### src/rtl/pwm_gen_pkg.sv
package pwm_gen_pkg;

    typedef enum logic [1:0] {
        PH_IDLE = 2'd0,
        PH_HIGH = 2'd1,
        PH_LOW  = 2'd2,
        PH_DONE = 2'd3
    } pwm_phase_e;

    localparam logic [1:0] SEL_OFF_LO = 2'd0;
    localparam logic [1:0] SEL_OFF_HI = 2'd1;
    localparam logic [1:0] SEL_ON_LO  = 2'd2;
    localparam logic [1:0] SEL_ON_HI  = 2'd3;

endpackage

### src/rtl/pwm_us_tick.sv
module pwm_us_tick #(
    parameter int CLK_PER_US = 50
) (
    input  logic clk,
    input  logic rst_n,
    input  logic clr,
    output logic tick
);
    localparam int PW = (CLK_PER_US > 1) ? $clog2(CLK_PER_US) : 1;
    localparam logic [PW-1:0] LAST = PW'(CLK_PER_US - 1);

    typedef struct packed {
        logic [PW-1:0] cnt;
    } tick_st_t;

    tick_st_t st_d, st_q;

    always_comb begin
        st_d = st_q;
        if (clr || st_q.cnt == LAST) begin
            st_d.cnt = '0;
        end else begin
            st_d.cnt = st_q.cnt + 1'b1;
        end
    end

    assign tick = !clr && (st_q.cnt == LAST);

    always_ff @(posedge clk or negedge rst_n) begin
        if (!rst_n) st_q <= '0;
        else        st_q <= st_d;
    end
endmodule

### src/rtl/pwm_shadow_regs.sv
module pwm_shadow_regs
    import pwm_gen_pkg::*;
#(
    parameter int BYTE_W = 8,
    localparam int CNT_W = 2 * BYTE_W
) (
    input  logic              clk,
    input  logic              rst_n,
    input  logic              wr_en,
    input  logic [1:0]        wr_sel,
    input  logic [BYTE_W-1:0] wr_data,
    output logic [CNT_W-1:0]  cm_on,
    output logic [CNT_W-1:0]  cm_off
);
    typedef struct packed {
        logic [BYTE_W-1:0] stg_off_lo;
        logic [BYTE_W-1:0] stg_off_hi;
        logic [BYTE_W-1:0] stg_on_lo;
        logic [CNT_W-1:0]  on;
        logic [CNT_W-1:0]  off;
    } shd_st_t;

    shd_st_t st_d, st_q;

    always_comb begin
        st_d = st_q;
        if (wr_en) begin
            unique case (wr_sel)
                SEL_OFF_LO: st_d.stg_off_lo = wr_data;
                SEL_OFF_HI: st_d.stg_off_hi = wr_data;
                SEL_ON_LO:  st_d.stg_on_lo  = wr_data;
                SEL_ON_HI: begin
                    st_d.on  = {wr_data, st_q.stg_on_lo};
                    st_d.off = {st_q.stg_off_hi, st_q.stg_off_lo};
                end
                default: ;
            endcase
        end
    end

    assign cm_on  = st_q.on;
    assign cm_off = st_q.off;

    always_ff @(posedge clk or negedge rst_n) begin
        if (!rst_n) st_q <= '0;
        else        st_q <= st_d;
    end
endmodule

### src/rtl/pwm_phase_core.sv
module pwm_phase_core
    import pwm_gen_pkg::*;
#(
    parameter int CNT_W = 16
) (
    input  logic             clk,
    input  logic             rst_n,
    input  logic             run_en,
    input  logic             one_shot,
    input  logic             tick,
    input  logic [CNT_W-1:0] cm_on,
    input  logic [CNT_W-1:0] cm_off,
    output pwm_phase_e       phase,
    output logic [CNT_W-1:0] act_on,
    output logic [CNT_W-1:0] act_off,
    output logic             raw_out
);
    typedef struct packed {
        pwm_phase_e       ph;
        logic [CNT_W-1:0] cnt;
        logic [CNT_W-1:0] on;
        logic [CNT_W-1:0] off;
    } core_st_t;

    core_st_t st_d, st_q;

    // A phase of length zero still occupies one tick so that the period
    // boundary, and with it the reload of counts, keeps happening.
    function automatic logic last_unit(input logic [CNT_W-1:0] c,
                                       input logic [CNT_W-1:0] len);
        return (len == '0) || (c == len - 1'b1);
    endfunction

    always_comb begin
        st_d = st_q;
        if (!run_en) begin
            st_d.ph  = PH_IDLE;
            st_d.cnt = '0;
        end else begin
            unique case (st_q.ph)
                PH_IDLE: begin
                    st_d.ph  = PH_HIGH;
                    st_d.cnt = '0;
                    st_d.on  = cm_on;
                    st_d.off = cm_off;
                end
                PH_HIGH: begin
                    if (tick) begin
                        if (last_unit(st_q.cnt, st_q.on)) begin
                            st_d.ph  = PH_LOW;
                            st_d.cnt = '0;
                        end else begin
                            st_d.cnt = st_q.cnt + 1'b1;
                        end
                    end
                end
                PH_LOW: begin
                    if (tick) begin
                        if (last_unit(st_q.cnt, st_q.off)) begin
                            st_d.cnt = '0;
                            if (one_shot) begin
                                st_d.ph = PH_DONE;
                            end else begin
                                st_d.ph  = PH_HIGH;
                                st_d.on  = cm_on;
                                st_d.off = cm_off;
                            end
                        end else begin
                            st_d.cnt = st_q.cnt + 1'b1;
                        end
                    end
                end
                PH_DONE: st_d.cnt = '0;
                default: st_d.ph = PH_IDLE;
            endcase
        end
    end

    always_comb begin
        unique case (st_q.ph)
            PH_HIGH: raw_out = (st_q.on != '0);
            PH_LOW:  raw_out = (st_q.on != '0) && (st_q.off == '0);
            default: raw_out = 1'b0;
        endcase
    end

    assign phase   = st_q.ph;
    assign act_on  = st_q.on;
    assign act_off = st_q.off;

    always_ff @(posedge clk or negedge rst_n) begin
        if (!rst_n) st_q <= '{ph: PH_IDLE, cnt: '0, on: '0, off: '0};
        else        st_q <= st_d;
    end
endmodule

### src/rtl/pwm_byte_gen.sv
module pwm_byte_gen
    import pwm_gen_pkg::*;
#(
    parameter int CLK_PER_US = 50,
    parameter int BYTE_W     = 8
) (
    input  logic              clk,
    input  logic              rst_n,
    input  logic              wr_en,
    input  logic [1:0]        wr_sel,
    input  logic [BYTE_W-1:0] wr_data,
    input  logic              run_en,
    input  logic              one_shot,
    input  logic              gate_en,
    input  logic              gate_in,
    output logic              pwm_out
);
    localparam int CNT_W = 2 * BYTE_W;

    logic [CNT_W-1:0] cm_on, cm_off;
    logic [CNT_W-1:0] act_on, act_off;
    pwm_phase_e       core_phase;
    logic             us_tick;
    logic             raw_out;

    pwm_shadow_regs #(.BYTE_W(BYTE_W)) u_shadow (
        .clk     (clk),
        .rst_n   (rst_n),
        .wr_en   (wr_en),
        .wr_sel  (wr_sel),
        .wr_data (wr_data),
        .cm_on   (cm_on),
        .cm_off  (cm_off)
    );

    pwm_us_tick #(.CLK_PER_US(CLK_PER_US)) u_tick (
        .clk   (clk),
        .rst_n (rst_n),
        .clr   (core_phase == PH_IDLE),
        .tick  (us_tick)
    );

    pwm_phase_core #(.CNT_W(CNT_W)) u_core (
        .clk      (clk),
        .rst_n    (rst_n),
        .run_en   (run_en),
        .one_shot (one_shot),
        .tick     (us_tick),
        .cm_on    (cm_on),
        .cm_off   (cm_off),
        .phase    (core_phase),
        .act_on   (act_on),
        .act_off  (act_off),
        .raw_out  (raw_out)
    );

    assign pwm_out = raw_out & (gate_in | ~gate_en);
endmodule


### config.mk
export PLATFORM = sky130hd
export DESIGN_NAME = pwm_byte_gen
export DESIGN_NICKNAME = d
export VERILOG_FILES = /design/src/rtl/pwm_gen_pkg.sv /design/src/rtl/pwm_us_tick.sv /design/src/rtl/pwm_shadow_regs.sv /design/src/rtl/pwm_phase_core.sv /design/src/rtl/pwm_byte_gen.sv
export SDC_FILE = /design/constraint.sdc
export NUM_CORES = 1
export LEC_CHECK = 0
export BUFFER_PORTS_ARGS = -buffer_cell sky130_fd_sc_hd__buf_4
export CAP_MARGIN = 30
export CORE_UTILIZATION = 55
export DETAILED_ROUTE_END_ITERATION = 16
export GPL_TIMING_DRIVEN = 0
export PLACE_DENSITY_LB_ADDON = 0.12
export SYNTH_ARGS = -nofsm -noshare
export SYNTH_HDL_FRONTEND = slang
export SYNTH_SLANG_ARGS = --single-unit
### constraint.sdc
create_clock -name clk -period 5.4 [get_ports clk]
set_input_delay 0.27 -clock clk [delete_from_list [all_inputs] [get_ports clk]]
set_output_delay 0.27 -clock clk [all_outputs]
set_load 0.03 [all_outputs]
==> impl_summary.txt <==
----------------------------------------------------
[STA]
  Skew final ... 0.0128 ns
  Final critical-path share of the clock period ... approximately 68%
  Post-Route Setup TNS ... 0 ns
  Remaining max-slew budget at the tightest pin ... roughly a third
  Transition time at the pin with the least slew margin ... 0.976 ns
  Max frequency ... between 0.2 and 0.3 GHz
  Max Slew Vio Count ... 0
  Hold violation count in the final report ... 0
  Unrepaired setup endpoints after global routing ... no
  Setup violations, final ... 0
  Tmin final ... 3.69 ns
  Worst path setup slack after routing ... 1.71 ns

[Setup path]
  Critical Path, Cell by Cell ... inv_1, ha_1, or4b_2, a2111oi_0, o2111ai_1, nor3_1, nor4b_1, nor2_1, buf_2, o221ai_1
  Delay contributed by the slowest stage of the critical path ... between 0.6 and 0.7 ns
  CP Data Arrival Time ... 3.94 ns
  Slowest library cell on the worst path ... or4b_2
  Worst-path maximum fanout ... 10
  Worst reg-to-reg setup slack ... 1.71 ns
  Kind of capture point of the worst setup path ... register
  Classification of the worst setup path ... register to register
  Worst EP required ... roughly 5.7 ns
  Kind of start point of the critical path ... register

[Die]
  Initial Utilization ... 57.2%
  Total number of placement rows ... 37
  Total I/O pin count ... 18
  Die height ... roughly 110 µm
  Die X ... 106 µm
  Die ar. ... 11300 µm²
  Standard cell core area ... 10400 µm²

[Power]
  Static Leakage ... 2.62 nW
  Max rail drop VDD ... around 0.35 mV
  Overall power ... 2.84 mW
  Total power divided by cell area ... 437 nW/µm²

[Logic synthesis]
  Most used standard cells in the synthesized netlist ... dfrtp_1 (112), mux2_2 (58), nand2_1 (36), mux2_1 (30), nor2_1 (25)
  Post-synth EDFFs ... 0
  Number of instances in the synthesized netlist ... 538
  Share of Yosys cell area claimed by the top area cell type ... 47.0%
  Main flop type after synthesis ... dfrtp_1
  Synth async-reset ratio ... between 90% and 100%
  Most repeated cell in the gate-level netlist after synthesis ... dfrtp_1
  Portion of the post-synthesis area used by sequential elements ... 47.0%
  Syn_nets ... approximately 570
  Yosys cell types ... between 50 and 60
  Post-synthesis cell area ... about 6000 µm²
  Main area contributors after synthesis ... dfrtp_1 (47%), mux2_2 (11%), mux2_1 (5.7%)
  Avg Cell Area, Syn ... 11.1 µm²
  Cell type contributing the most total cell area after synthesis ... dfrtp_1
  Total of warnings raised by yosys ... 0
  Flip-flop and latch count after synthesis ... between 100 and 150

[Clock network]
  TritonCTS clock tree ... built
  Skew-Pair Late Insertion Delay ... a little under 0.4 ns
  Number of H-tree branching levels ... 3
  Sink count of the clock tree ... 112
  Number of setup buffers added after CTS ... 0
  Root buffer cell ... clkbuf_8
  Clk slew on worst S/H paths ... 0.11 ns
  TritonCTS buffer count ... 9
  Number of buffers on the longest clock path ... 2

[Routing]
  Number of nets with antenna violations after routing ... 0
  Wirelength, routed ... 13.0 mm
  First DRT Iteration DRCs ... approximately 170
  Routed len/inst ... 18.3 µm
  Drt pass-1 iters ... 5
  Via count ... approximately 4200
  DR vias/cell ... 5.97
  Remaining DRCs ... 0

[Flow run]
  Max Cap Viol ... 0

[Place]
  Pre-CTS setup slack ... roughly 1.7 ns
  GPL Wtd Cong ... 0.873
  HPWL reported at the end of detailed placement ... 9.71 mm
  Buffers on Ports ... 17

[Layout]
  P&R area growth vs syn ... 9.32%
  Fraction of layout cells with a size suffix above 1 ... 20.2%
  Diode count ... 0
  Fin nets ... 597

[GRT]
  Initial antenna violation count ... 0
  Number of global-route vias before repair ... about 4200
  Total grt overflow ... 0
  Pin count of the biggest net entering global routing ... 74
  Total global routing track utilization ... between 20 and 30%
  First-pass GRT wire length ... 21.3 mm

[Min path]
  Hold crit path type ... input port to register

[Outcome]
  Status ... complete, no violations

----------------------------------------------------
## flip-flops by register name (all words and copies together), names as in the netlist
register	count
u_shadow.cm_on	16
u_core.st_q	16
u_core.act_off	16
u_core.phase	2
u_shadow.st_q	24
u_tick.st_q	6
u_core.act_on	16
u_shadow.cm_off	16
## power breakdown
group	switching [mW]	total, mW	internal [mW]
Combinational	0.496	0.982	0.486
Sequential	0.254	1.33	1.08
Clock	0.305	0.531	0.225
Total	1.06	2.84	1.79
## stage by stage
step	util (%)	instances	cell area (µm²)	hold slack, ns
6_report	62.5	711	6510	0.148
3_3_place_gp	60.1	691	6260	0.470
5_1_grt	62.5	711	6510	0.133
3_5_place_dp	60.4	694	6290	0.299
2_1_floorplan	-	538	5960	-0.0256
4_1_cts	62.5	711	6510	0.136
## metal layers
layer | track usage [%] | up-vias | part of all wire, %
li1 | - | 2025 | -
met3 | 4.72 | 13 | 3.2
met4 | 9.13 | 0 | 1.6
met1 | 32.5 | 2119 | 45
met5 | 0 | - | 0
met2 | 42.1 | 85 | 50
## path summary, 6_finish.rpt
| kind | start | end | depth (start not counted) |
|---|---|---|---|
| worst min register to register | u_shadow.cm_off[13] | u_core.act_off[13] | 1 |
| max in group asynchronous | rst_n | u_shadow.st_q[37] | 3 |
| worst min-delay path | wr_data[0] | u_shadow.cm_on[8] | 2 |
| worst max register to register | u_core.act_on[0] | u_core.st_q[47] | 10 |
| min in group asynchronous | rst_n | u_core.phase[0] | 2 |
| worst max-delay path | u_core.act_on[0] | u_core.st_q[47] | 10 |
## cells by family after synthesis
group                      after synthesis  share of synthesized area (%)
adders and majority gates               10                           2.10
and+or+nand+nor                        181                           16.9
DFF                                    112                           47.0
muxes                                   90                           17.0
buffers and inverters                   40                           2.98
AOI/OAI and AO/OA                       67                           8.42
xor gates and xnor gates                38                           5.59
## worst max-delay path: cells and delay by family, from the launching register on
family                   cells  cell delay, ns
flip-flops                   1            0.45
AND/OR/NAND/NOR              4            1.42
adder cells (fa/ha/maj)      1            0.22
AO/OA/AOI/OAI                3            1.06
buffers and inverters        2            0.41
## cell usage in the layout (no fill, tap or decap), types with 3 or more instances in the layout
cell type / count
dfrtp_1: 112
mux2_2: 58
nand2_1: 36
mux2_1: 30
nor2_1: 25
xnor2_1: 22
clkbuf_1: 19
buf_4: 17
xor2_1: 16
nor3_1: 16
or3_1: 15
nand2b_1: 14
inv_1: 12
nand4_1: 11
nand3_1: 10
o21ai_0: 10
o221ai_1: 10
ha_1: 10
nor4_1: 9
clkbuf_8: 9
nand3b_1: 8
a21oi_1: 7
buf_2: 6
nor3b_1: 6
or2_2: 6
a22oi_1: 6
and3_1: 6
o311ai_0: 5
o211ai_1: 4
or4_1: 3
buf_1: 3
o31ai_1: 3
nor4b_1: 3
buf_6: 3
## repair_timing
| item | CTS | global route |
|---|---|---|
| hold buffers | 1 | 0 |
| hold endpoints to repair | 39 | 0 |
| resized for setup | 0 | 0 |
## final cells by class
cell class / instances / area (µm²)
inverters: 12 / 45.0
multi-input cells: 386 / 2980
flip-flops and latches: 112 / 2800
clock buffers: 10 / 128
plain buffers: 28 / 133
fillers: 892 / 3900
repair buffers: 21 / 175
well taps: 136 / 170
clock inverters: 6 / 82.6
(Power assumes the default switching activity.)
